[src/rtl/fsk_rx_pkg.sv]
package fsk_rx_pkg;
  typedef enum logic [1:0] {
    RX_IDLE,
    RX_START,
    RX_BITS
  } rx_state_e;
endpackage

[src/rtl/fsk_os_tick.sv]
module fsk_os_tick #(
  parameter int CLK_HZ = 3579545,
  parameter int BAUD   = 1200,
  parameter int OVS    = 16
) (
  input  logic clk,
  input  logic rst,
  output logic tick_o
);
  localparam int AW = $clog2(CLK_HZ) + 1;
  localparam logic [AW:0] STEP_V = (AW+1)'(BAUD * OVS);
  localparam logic [AW:0] LIM_V  = (AW+1)'(CLK_HZ);

  logic [AW-1:0] acc;
  logic [AW:0]   sum;

  always_comb sum = {1'b0, acc} + STEP_V;

  always_ff @(posedge clk) begin
    if (rst) begin
      acc    <= '0;
      tick_o <= 1'b0;
    end else if (sum >= LIM_V) begin
      acc    <= AW'(sum - LIM_V);
      tick_o <= 1'b1;
    end else begin
      acc    <= sum[AW-1:0];
      tick_o <= 1'b0;
    end
  end
endmodule

[src/rtl/fsk_frame_rx.sv]
module fsk_frame_rx
  import fsk_rx_pkg::*;
#(
  parameter int OVS       = 16,
  parameter int DATA_BITS = 8
) (
  input  logic                 clk,
  input  logic                 rst,
  input  logic                 carrier_i,
  input  logic                 rx_i,
  input  logic                 tick_i,
  output logic                 valid_o,
  output logic [DATA_BITS:0]   bits_o
);
  localparam int FW = DATA_BITS + 1;
  localparam int CW = $clog2(OVS);
  localparam int IW = $clog2(FW);
  localparam logic [CW-1:0] MID_C  = CW'(OVS/2 - 1);
  localparam logic [CW-1:0] LAST_C = CW'(OVS - 1);
  localparam logic [IW-1:0] IDX_END = IW'(FW - 1);

  rx_state_e     st;
  logic [CW-1:0] cnt;
  logic [IW-1:0] idx;
  logic          rx_m, rx_s, rx_q;

  always_ff @(posedge clk) begin
    if (rst) begin
      st      <= RX_IDLE;
      cnt     <= '0;
      idx     <= '0;
      bits_o  <= '1;
      valid_o <= 1'b0;
      rx_m    <= 1'b1;
      rx_s    <= 1'b1;
      rx_q    <= 1'b1;
    end else begin
      rx_m    <= rx_i;
      rx_s    <= rx_m;
      rx_q    <= rx_s;
      valid_o <= 1'b0;
      if (!carrier_i) begin
        st <= RX_IDLE;
      end else begin
        case (st)
          RX_IDLE: begin
            if (rx_q && !rx_s) begin
              st  <= RX_START;
              cnt <= '0;
            end
          end
          RX_START: begin
            if (tick_i) begin
              if (cnt == MID_C) begin
                cnt <= '0;
                idx <= '0;
                st  <= rx_s ? RX_IDLE : RX_BITS;
              end else begin
                cnt <= cnt + 1'b1;
              end
            end
          end
          RX_BITS: begin
            if (tick_i) begin
              if (cnt == LAST_C) begin
                cnt         <= '0;
                bits_o[idx] <= rx_s;
                if (idx == IDX_END) begin
                  valid_o <= 1'b1;
                  st      <= RX_IDLE;
                end else begin
                  idx <= idx + 1'b1;
                end
              end else begin
                cnt <= cnt + 1'b1;
              end
            end
          end
          default: st <= RX_IDLE;
        endcase
      end
    end
  end
endmodule

[src/rtl/fsk_serial_out.sv]
module fsk_serial_out #(
  parameter int OVS       = 16,
  parameter int DATA_BITS = 8
) (
  input  logic               clk,
  input  logic               rst,
  input  logic               carrier_i,
  input  logic               tick_i,
  input  logic               load_i,
  input  logic [DATA_BITS:0] bits_i,
  input  logic               dclk_i,
  output logic               data_o,
  output logic               rdy_n_o,
  output logic               overrun_o,
  output logic               rise_o
);
  localparam int FW = DATA_BITS + 1;
  localparam int RW = $clog2(FW + 1);
  localparam int HW = $clog2(OVS);
  localparam logic [HW-1:0] HALF_END = HW'(OVS/2 - 1);
  localparam logic [RW-1:0] RD_FULL  = RW'(FW);
  localparam logic [RW-1:0] RD_DATA  = RW'(DATA_BITS - 1);

  logic          d1, d2, d3;
  logic [FW-1:0] sh;
  logic [RW-1:0] rd_cnt;
  logic [HW-1:0] timer;
  logic          pend;

  assign rise_o = d2 & ~d3;

  always_ff @(posedge clk) begin
    if (rst) begin
      d1        <= 1'b0;
      d2        <= 1'b0;
      d3        <= 1'b0;
      sh        <= '1;
      data_o    <= 1'b1;
      rdy_n_o   <= 1'b1;
      overrun_o <= 1'b0;
      pend      <= 1'b0;
      rd_cnt    <= '0;
      timer     <= '0;
    end else begin
      d1 <= dclk_i;
      d2 <= d1;
      d3 <= d2;
      if (load_i && carrier_i) begin
        sh        <= bits_i;
        rd_cnt    <= '0;
        rdy_n_o   <= 1'b0;
        timer     <= '0;
        overrun_o <= pend;
        pend      <= 1'b1;
      end else begin
        if (rise_o) begin
          data_o  <= sh[0];
          sh      <= {1'b1, sh[FW-1:1]};
          rdy_n_o <= 1'b1;
          if (rd_cnt != RD_FULL) rd_cnt <= rd_cnt + 1'b1;
          if (rd_cnt == RD_DATA) pend <= 1'b0;
        end else if (!rdy_n_o && tick_i) begin
          if (timer == HALF_END) rdy_n_o <= 1'b1;
          else timer <= timer + 1'b1;
        end
        if (!carrier_i) rdy_n_o <= 1'b1;
      end
    end
  end
endmodule

[src/rtl/fsk_char_reframer.sv]
module fsk_char_reframer #(
  parameter int CLK_HZ    = 3579545,
  parameter int BAUD      = 1200,
  parameter int OVS       = 16,
  parameter int DATA_BITS = 8
) (
  input  logic clk,
  input  logic rst,
  input  logic carrier_ok_i,
  input  logic rx_bit_i,
  input  logic dclk_i,
  output logic data_o,
  output logic rdy_n_o,
  output logic overrun_o
);
  logic               os_tick;
  logic               frm_valid;
  logic [DATA_BITS:0] frm_bits;
  logic               dclk_rise;

  fsk_os_tick #(.CLK_HZ(CLK_HZ), .BAUD(BAUD), .OVS(OVS)) u_tick (
    .clk    (clk),
    .rst    (rst),
    .tick_o (os_tick)
  );

  fsk_frame_rx #(.OVS(OVS), .DATA_BITS(DATA_BITS)) u_rx (
    .clk       (clk),
    .rst       (rst),
    .carrier_i (carrier_ok_i),
    .rx_i      (rx_bit_i),
    .tick_i    (os_tick),
    .valid_o   (frm_valid),
    .bits_o    (frm_bits)
  );

  fsk_serial_out #(.OVS(OVS), .DATA_BITS(DATA_BITS)) u_out (
    .clk       (clk),
    .rst       (rst),
    .carrier_i (carrier_ok_i),
    .tick_i    (os_tick),
    .load_i    (frm_valid),
    .bits_i    (frm_bits),
    .dclk_i    (dclk_i),
    .data_o    (data_o),
    .rdy_n_o   (rdy_n_o),
    .overrun_o (overrun_o),
    .rise_o    (dclk_rise)
  );
endmodule

[config.mk]
export PLATFORM = sky130hd
export DESIGN_NAME = fsk_char_reframer
export DESIGN_NICKNAME = d
export VERILOG_FILES = /design/src/rtl/fsk_rx_pkg.sv /design/src/rtl/fsk_os_tick.sv /design/src/rtl/fsk_frame_rx.sv /design/src/rtl/fsk_serial_out.sv /design/src/rtl/fsk_char_reframer.sv
export SDC_FILE = /design/constraint.sdc
export NUM_CORES = 1
export LEC_CHECK = 0
export ABC_AREA = 1
export BUFFER_PORTS_ARGS = -buffer_cell sky130_fd_sc_hd__buf_2
export CAP_MARGIN = 20
export CORE_UTILIZATION = 45
export CTS_BUF_LIST = sky130_fd_sc_hd__clkbuf_4
export DETAILED_ROUTE_END_ITERATION = 16
export GPL_ROUTABILITY_DRIVEN = 0
export GPL_TIMING_DRIVEN = 0
export PLACE_DENSITY = 0.68
export SYNTH_ARGS = -nofsm -noshare
export SYNTH_HDL_FRONTEND = slang
export SYNTH_SLANG_ARGS = --single-unit
export TNS_END_PERCENT = 1
[constraint.sdc]
create_clock -name clk -period 2.5 [get_ports clk]
set_input_delay 0.125 -clock clk [delete_from_list [all_inputs] [get_ports clk]]
set_output_delay 0.125 -clock clk [all_outputs]
set_load 0.01 [all_outputs]
=== Yosys cells after proc, flatten, opt, wreduce, memory -nomap -nowiden ===
Index checks and enable logic that the tools add are counted.

* Add/sub/neg operators: 6
* Equal/unequal tests: 17
* Magnitude comparators: 3
* Reduce and logical (&&, ||, !) cells: 23
* Bitwise gates (word level): 9
* Muxes and demuxes: 36

{| class="wikitable"
|+ Operators by type and width
! operator !! number
|-
| two-way mux 4 bit || 10
|-
| adder 23 x 15 -> 24 bit (second input constant) || 1
|-
| greater-or-equal comparator 24 x 22 -> 1 bit (second input constant) || 1
|-
| two-way mux 23 bit || 1
|-
| subtractor 23 x 22 -> 23 bit (second input constant) || 1
|-
| two-way mux 9 bit || 2
|-
| adder 4 x 1 -> 4 bit (second input constant) || 4
|-
| two-way mux 2 bit || 7
|-
| == test 4 x 3 -> 1 bit (second input constant) || 3
|-
| one-hot mux 4 bit (3 select lines) || 1
|-
| two-way mux 1 bit || 11
|-
| bitwise mux 9 bit || 1
|-
| == test 4 bit (second input constant) || 2
|-
| inequality test 2 x 1 -> 1 bit (second input constant) || 4
|-
| inequality test 4 x 1 -> 1 bit (second input constant) || 2
|-
| inverter 1 bit || 8
|-
| one-hot mux 4 bit (2 select lines) || 1
|-
| AND reduction 2 bit || 4
|-
| AND reduction 7 bit || 1
|-
| inequality test 2 bit (second input constant) || 3
|-
| one-hot mux 2 bit (3 select lines) || 1
|-
| AND reduction 6 bit || 1
|-
| nonzero test 2 bit || 3
|-
| < comparator 4 x 5 -> 1 bit (second input constant) || 1
|-
| other kinds (15) || 20
|}

* Logic and storage cells: 114
* Register bits: 71

=== Longest topological paths before layout ===
* Depth in word-level cells: 6
* Depth in mapped cells: 19

=== Cells and area by module ===
From an unflattened synthesis, not the netlist that was laid out.

* Cells, all modules: 635
* Area, all modules: 4090.2 um^2

{| class="wikitable"
|+ Modules (own cells, without submodules)
! module !! sequential area each (um^2) !! cells an instance !! area each (um^2) !! instances
|-
| fsk_os_tick || 480.5 || 321 || 1823.0 || 1
|-
| fsk_frame_rx || 460.4 || 168 || 1201.2 || 1
|-
| fsk_serial_out || 480.5 || 146 || 1066.0 || 1
|}

=== Least setup slack after synthesis ===
OpenSTA, ideal clock, no wires.

* Kind: register -> register
* Start point: reg u_tick.acc[8]
* End point: reg u_tick.acc[8]
* Path buffers: 1
* Data arrival time: 2020 ps
* Setup slack: 365 ps
* Required time: 2385 ps
* Period minus slack after synthesis: 2135 ps
* Library setup time: 115 ps
* Stages on the path, launching flop included: 16
* Cells stage by stage: dfxtp_1 -> inv_1 -> ha_1 -> inv_1 -> nand2_1 -> nand2_2 -> nand2_1 -> nand2_1 -> nand2_1 -> nor2_2 -> xor2_2 -> a21oi_2 -> nand2_8 -> buf_6 -> a21oi_1 -> nor2_1

* Cells in the longest elaborated chain, start to end: 3

{| class="wikitable"
|+ Ends and longest elaborated chain
! item !! RTL line !! source
|-
| start, declared || fsk_os_tick.sv:14 || <nowiki>logic [AW-1:0] acc;</nowiki>
|-
| start signal, assigned || fsk_os_tick.sv:24 || <nowiki>acc <= AW'(sum - LIM_V);</nowiki>
|-
| start signal, assigned || fsk_os_tick.sv:27 || <nowiki>acc <= sum[AW-1:0];</nowiki>
|-
| adder 23 x 15 -> 24 bit * || fsk_os_tick.sv:17 || <nowiki>always_comb sum = {1'b0, acc} + STEP_V;</nowiki>
|-
| subtractor 23 x 22 -> 23 bit or greater-or-equal comparator 24 x 22 -> 1 bit (tied branches) || fsk_os_tick.sv:24, fsk_os_tick.sv:23 ||
|-
| two-way mux 23 bit * || fsk_os_tick.sv:23 || <nowiki>end else if (sum >= LIM_V) begin</nowiki>
|}

Every way passes the cells marked *; elsewhere a longest branch is shown, timed or not.
A chain may end at the register's enable or synchronous reset.

=== Final worst setup path ===
* Start point: reg u_tick.acc[8]
* End point: reg u_tick.acc[20]

Same word-level chain as after synthesis.

==> impl.org <==
** Global route
- Largest net degree at the start of global routing :: 16
- Antenna violations before repair :: 0
- Summed over all layers, the global routing overflow is 0.
- The first global-routing pass estimated 15.8 mm of wire.
- GR met1 Demand/Resource :: 27.3%
- For this run, the total global-route usage over all layers was measured as 20.4%.
- Routing layer with the top usage in global route :: met2
- In the global route stage, met3 resource usage came out at 4.29%.
- Number of global-route vias before repair :: 3537
- Global routing met2 resource utilization :: 32.0%

** Die
- Die extent in y :: 98.1 um
- Die Wd :: 98.1 um
- The initialized floorplan defines 34 standard-cell rows.
- Num ports :: 8
- In this run the standard cell core region covers 0.00885 mm^2.
- Initial Utilization :: 46.9%
- Die area :: 0.00962 mm^2

** Detailed routing
- The count of nets left with antenna violations once routing finished came out at 0.
- Summed over all layers, the routed wires come to 9.06 mm.
- The first routing iteration left 134 violations.
- Router iterations before antenna repair :: 4
- Dividing the detail-routed wire length by the instance count gives 12.3 um.
- Across all layers, the routed design uses 3848 vias.
- DRC violation count after routing :: 0
- After detailed routing, the number of vias per cell comes to 5.22.

** Timing
- Clock period minus worst slack :: 2.33 ns
- Final worst-path cycle share :: 93.0%
- Fin Clk Skew :: 0.0320 ns
- RSZ-0062 raised after global routing :: no
- Fmax :: 430 MHz
- Relative slew slack :: 57.0%
- Measured slew at the worst slew-check pin :: 0.643 ns
- Worst hold slack after final layout :: 0.0457 ns
- Final count of negative-setup-slack endpoints :: 0
- The number of endpoints with negative hold slack in the final report is 0.
- The number of pins with negative max-slew slack in the final report is 0.

** Critical path
- Top Family by Delay on Critical Path :: simple AND/OR/NAND/NOR gates
- The startpoint identified for the worst register-to-register timing path is u_tick.acc[8].
- The critical path contains buffers and inverters numbering 3 combined.
- In this run the worst path has a maximum fanout of 10.
- WP data required :: 2.85 ns
- The setup check on the worst reg-to-reg path leaves a slack of 0.17 ns.
- Worst R2R Path Depth :: 16
- Critical Path AT :: 2.67 ns
- In this design, the stage delay of the slowest critical-path cell is 0.40 ns.
- WP depth :: 16
- In this run the critical register-to-register path is captured at u_tick.acc[20].
- STA classifies the critical path endpoint as a flip-flop.
- STA classifies the critical path startpoint as a flip-flop.
- Walking the worst path, the cells encountered are inv_2, ha_2, inv_1, nand2_1, nand2_2, nand2_1, nand2_1, nand2_1, nor2_2, xor2_2, a21oi_4, nand2_8, buf_6, nand3_2, nand2_1, nor2_1.
- Among the stages of the critical path, the cell type that occurs most often is sky130_fd_sc_hd__nand2_1.
- The slowest stage of the critical path is the sky130_fd_sc_hd__dfxtp_4 cell.
- The critical path is of the flip-flop to flip-flop type.

** CTS
- In this run, CTS created clock tree buffers numbering 9.
- Clock latency at the later pin of the worst-skew pair :: 0.44 ns
- Counting along the longest clock path gives a buffer depth of 2.
- The clock drives 71 sinks.
- Clock-pin slew reported for the worst setup and hold paths after clock tree synthesis :: 0.14 ns
- TritonCTS built the clock tree.
- The H-tree was split into 3 levels.
- In this run the clock root is driven by a sky130_fd_sc_hd__clkbuf_4.

** Run
- Max-Cap Viols :: 0

** Synth
- sky130_fd_sc_hd__dfxtp_1 takes more of the synthesized area than any other cell.
- Sequential fraction of the synthesis area :: 34.2%
- Counting flops with an async set or reset pin after synthesis yields a share of 0%.
- The synthesized netlist contains 42 unique library cells.
- Share of Yosys cell area claimed by the top area cell type :: 34.2%
- Synthesis produced 602 cells.
- In this run the cell area of the synthesized design comes to 0.00415 mm^2.
- During synthesis, Yosys emitted a total of 0 warnings.
- Number of enable flip-flop cells after synthesis :: 0
- In the post-synthesis netlist, the biggest area contributors are sky130_fd_sc_hd__dfxtp_1, sky130_fd_sc_hd__nand2_1, sky130_fd_sc_hd__inv_1.
- Number of nets in the synthesized netlist :: 623
- Average cell area after synthesis :: 6.90 um^2
- In this run, synthesis produced a sequential element count of 71.
- For this run, the leading register cell type out of synthesis is sky130_fd_sc_hd__dfxtp_1.

** Placement
- Number of cells after detailed placement :: 717
- Detail Placement HPWL :: 6.81 mm
- The count of buffers added on input and output ports is 7.
- Cell area reported after detailed placement :: 0.00432 mm^2

** Power
- Pwr Density :: 505 mW/mm^2
- The analysis attributes to cell leakage a power of 1.90 nW.
- Worst IR drop on VDD :: 0.211 mV

** Layout
- Of the cells placed in the final design, the portion with a size suffix greater than 1 is 14.3%.
- Final Net Count :: 645
- Area occupied by registers :: 0.00143 mm^2
- Area Overhead vs Synth :: 8.73%
- Final design utilization :: 51.0%
- 0 antenna diodes ended up in the layout.
- Non-filler instance count after layout :: 737
- Design area :: 0.00452 mm^2
- Number of inserted filler cells in the final layout :: 859
- Summing all multi-input logic gate instances after layout gives 0.00237 mm^2.

** Outcome
- Outcome :: complete, no violations

** Worst hold path
- The startpoint identified for the worst hold timing path is carrier_ok_i.
- The worst hold path passes through 3 cells.
- The worst hold path terminates at u_rx.st[1].
- Class of the worst hold path :: input pin to flip-flop
## cell usage after synthesis (2+ instances only)
library cell	count
sky130_fd_sc_hd__o21ai_1	3
sky130_fd_sc_hd__dfxtp_1	71
sky130_fd_sc_hd__inv_2	7
sky130_fd_sc_hd__nand2_1	146
sky130_fd_sc_hd__nand4_1	13
sky130_fd_sc_hd__buf_2	2
sky130_fd_sc_hd__a21oi_2	2
sky130_fd_sc_hd__nor2_1	72
sky130_fd_sc_hd__o2111ai_1	3
sky130_fd_sc_hd__o21ai_0	25
sky130_fd_sc_hd__nor3_1	7
sky130_fd_sc_hd__a21oi_1	36
sky130_fd_sc_hd__a211oi_1	6
sky130_fd_sc_hd__a31oi_1	3
sky130_fd_sc_hd__nand3_2	18
sky130_fd_sc_hd__buf_6	3
sky130_fd_sc_hd__nor2_2	4
sky130_fd_sc_hd__nand2_4	4
sky130_fd_sc_hd__nand3_1	38
sky130_fd_sc_hd__o311ai_0	8
sky130_fd_sc_hd__clkbuf_1	6
sky130_fd_sc_hd__xor2_1	3
sky130_fd_sc_hd__ha_1	16
sky130_fd_sc_hd__inv_1	72
sky130_fd_sc_hd__nand3b_1	2
sky130_fd_sc_hd__or2_2	3
sky130_fd_sc_hd__nand2_2	14
## logic make-up after synthesis
logic type	count (synthesis)	share of synthesized area, %
AO/OA/AOI/OAI	92	13.1
buffers and inverters	93	9.37
flip-flops	71	34.2
adder cells (fa/ha/maj)	16	4.82
AND/OR/NAND/NOR	325	37.2
XOR/XNOR	5	1.24
## flip-flops by register name (all words and copies together), names as in the netlist
| signal | flops |
|---|---|
| u_out.d1 | 1 |
| u_out.d2 | 1 |
| u_out.d3 | 1 |
| u_out.data_o | 1 |
| u_out.overrun_o | 1 |
| u_out.pend | 1 |
| u_out.rd_cnt | 4 |
| u_out.rdy_n_o | 1 |
| u_out.sh | 9 |
| u_out.timer | 4 |
| u_rx.bits_o | 9 |
| u_rx.cnt | 4 |
| u_rx.idx | 4 |
| u_rx.rx_m | 1 |
| u_rx.rx_q | 1 |
| u_rx.rx_s | 1 |
| u_rx.st | 2 |
| u_rx.valid_o | 1 |
| u_tick.acc | 23 |
| u_tick.tick_o | 1 |
## cells in the final DEF, fill, tap and decap left out, types with 4 or more instances in the layout
master | Yosys | layout
sky130_fd_sc_hd__nand2_4 | 4 | 6
sky130_fd_sc_hd__o21ai_0 | 25 | 25
sky130_fd_sc_hd__a21oi_1 | 36 | 36
sky130_fd_sc_hd__nor2_2 | 4 | 4
sky130_fd_sc_hd__buf_2 | 2 | 9
sky130_fd_sc_hd__clkbuf_4 | 0 | 9
sky130_fd_sc_hd__o311ai_0 | 8 | 8
sky130_fd_sc_hd__nand3_1 | 38 | 38
sky130_fd_sc_hd__ha_1 | 16 | 15
sky130_fd_sc_hd__nand3_2 | 18 | 18
sky130_fd_sc_hd__dfxtp_1 | 71 | 70
sky130_fd_sc_hd__nand2_2 | 14 | 13
sky130_fd_sc_hd__inv_1 | 72 | 71
sky130_fd_sc_hd__nor3_1 | 7 | 7
sky130_fd_sc_hd__a211oi_1 | 6 | 6
sky130_fd_sc_hd__nor2_1 | 72 | 72
sky130_fd_sc_hd__inv_2 | 7 | 8
sky130_fd_sc_hd__clkbuf_1 | 6 | 6
sky130_fd_sc_hd__nand2_1 | 146 | 145
sky130_fd_sc_hd__nand4_1 | 13 | 13
## stage by stage
stage	TNS, ns	total power, mW	setup slack, ns
floorplan	0	1.51	0.365
global placement	0	1.59	0.0154
detailed placement	-0.00598	1.60	-0.00598
CTS	0	2.30	0.0269
global route	0	2.40	0.00145
finish	0	2.28	0.174
## tightest hold or removal path: stages
cell	delay (ns)
sky130_fd_sc_hd__buf_2	0.16
sky130_fd_sc_hd__nand2_1	0.11
sky130_fd_sc_hd__a211oi_1	0.06
## area by class of cell
cell class,count,area share (%)
plain buffers,13,1.97
flip-flops and latches,71,31.6
repair buffers,11,1.61
inverters,80,6.65
clock inverters,7,1.36
clock buffers,9,1.50
multi-input cells,438,52.4
well taps,108,2.99
## power by group
group / switching, mW / total [mW] / internal [mW]
combinational: 0.260 / 0.383 / 0.123
sequential: 0.0317 / 1.20 / 1.17
clock: 0.477 / 0.699 / 0.222
## what timing repair did
item                                    in CTS  in global routing
cloned                                       0                  0
endpoints found under the setup margin      16                 23
endpoints found under the hold margin        4                  0
setup buffers                                0                  1
pin swaps                                    0                  2
resized for setup                            1                  7
hold buffers                                 3                  0
## metal layers
layer,up-vias,part of all wire (%)
li1,2015,-
met1,1752,50
met2,66,44
met3,15,3.8
met4,0,1.8
met5,-,0
## how the worst max path moves through the flow
stage	startpoint	slack (ns)	endpoint
final	u_tick.acc[8]	0.17	u_tick.acc[20]
after floorplan	u_tick.acc[8]	0.37	u_tick.acc[8]
after CTS	u_tick.acc[8]	0.03	u_tick.acc[20]
after global placement	u_tick.acc[8]	0.02	u_tick.acc[20]
after detailed placement	u_tick.acc[8]	-0.006	u_tick.acc[20]
after global routing	u_tick.acc[9]	0.001	u_tick.acc[20]
Power figures use the tool's default switching activity.
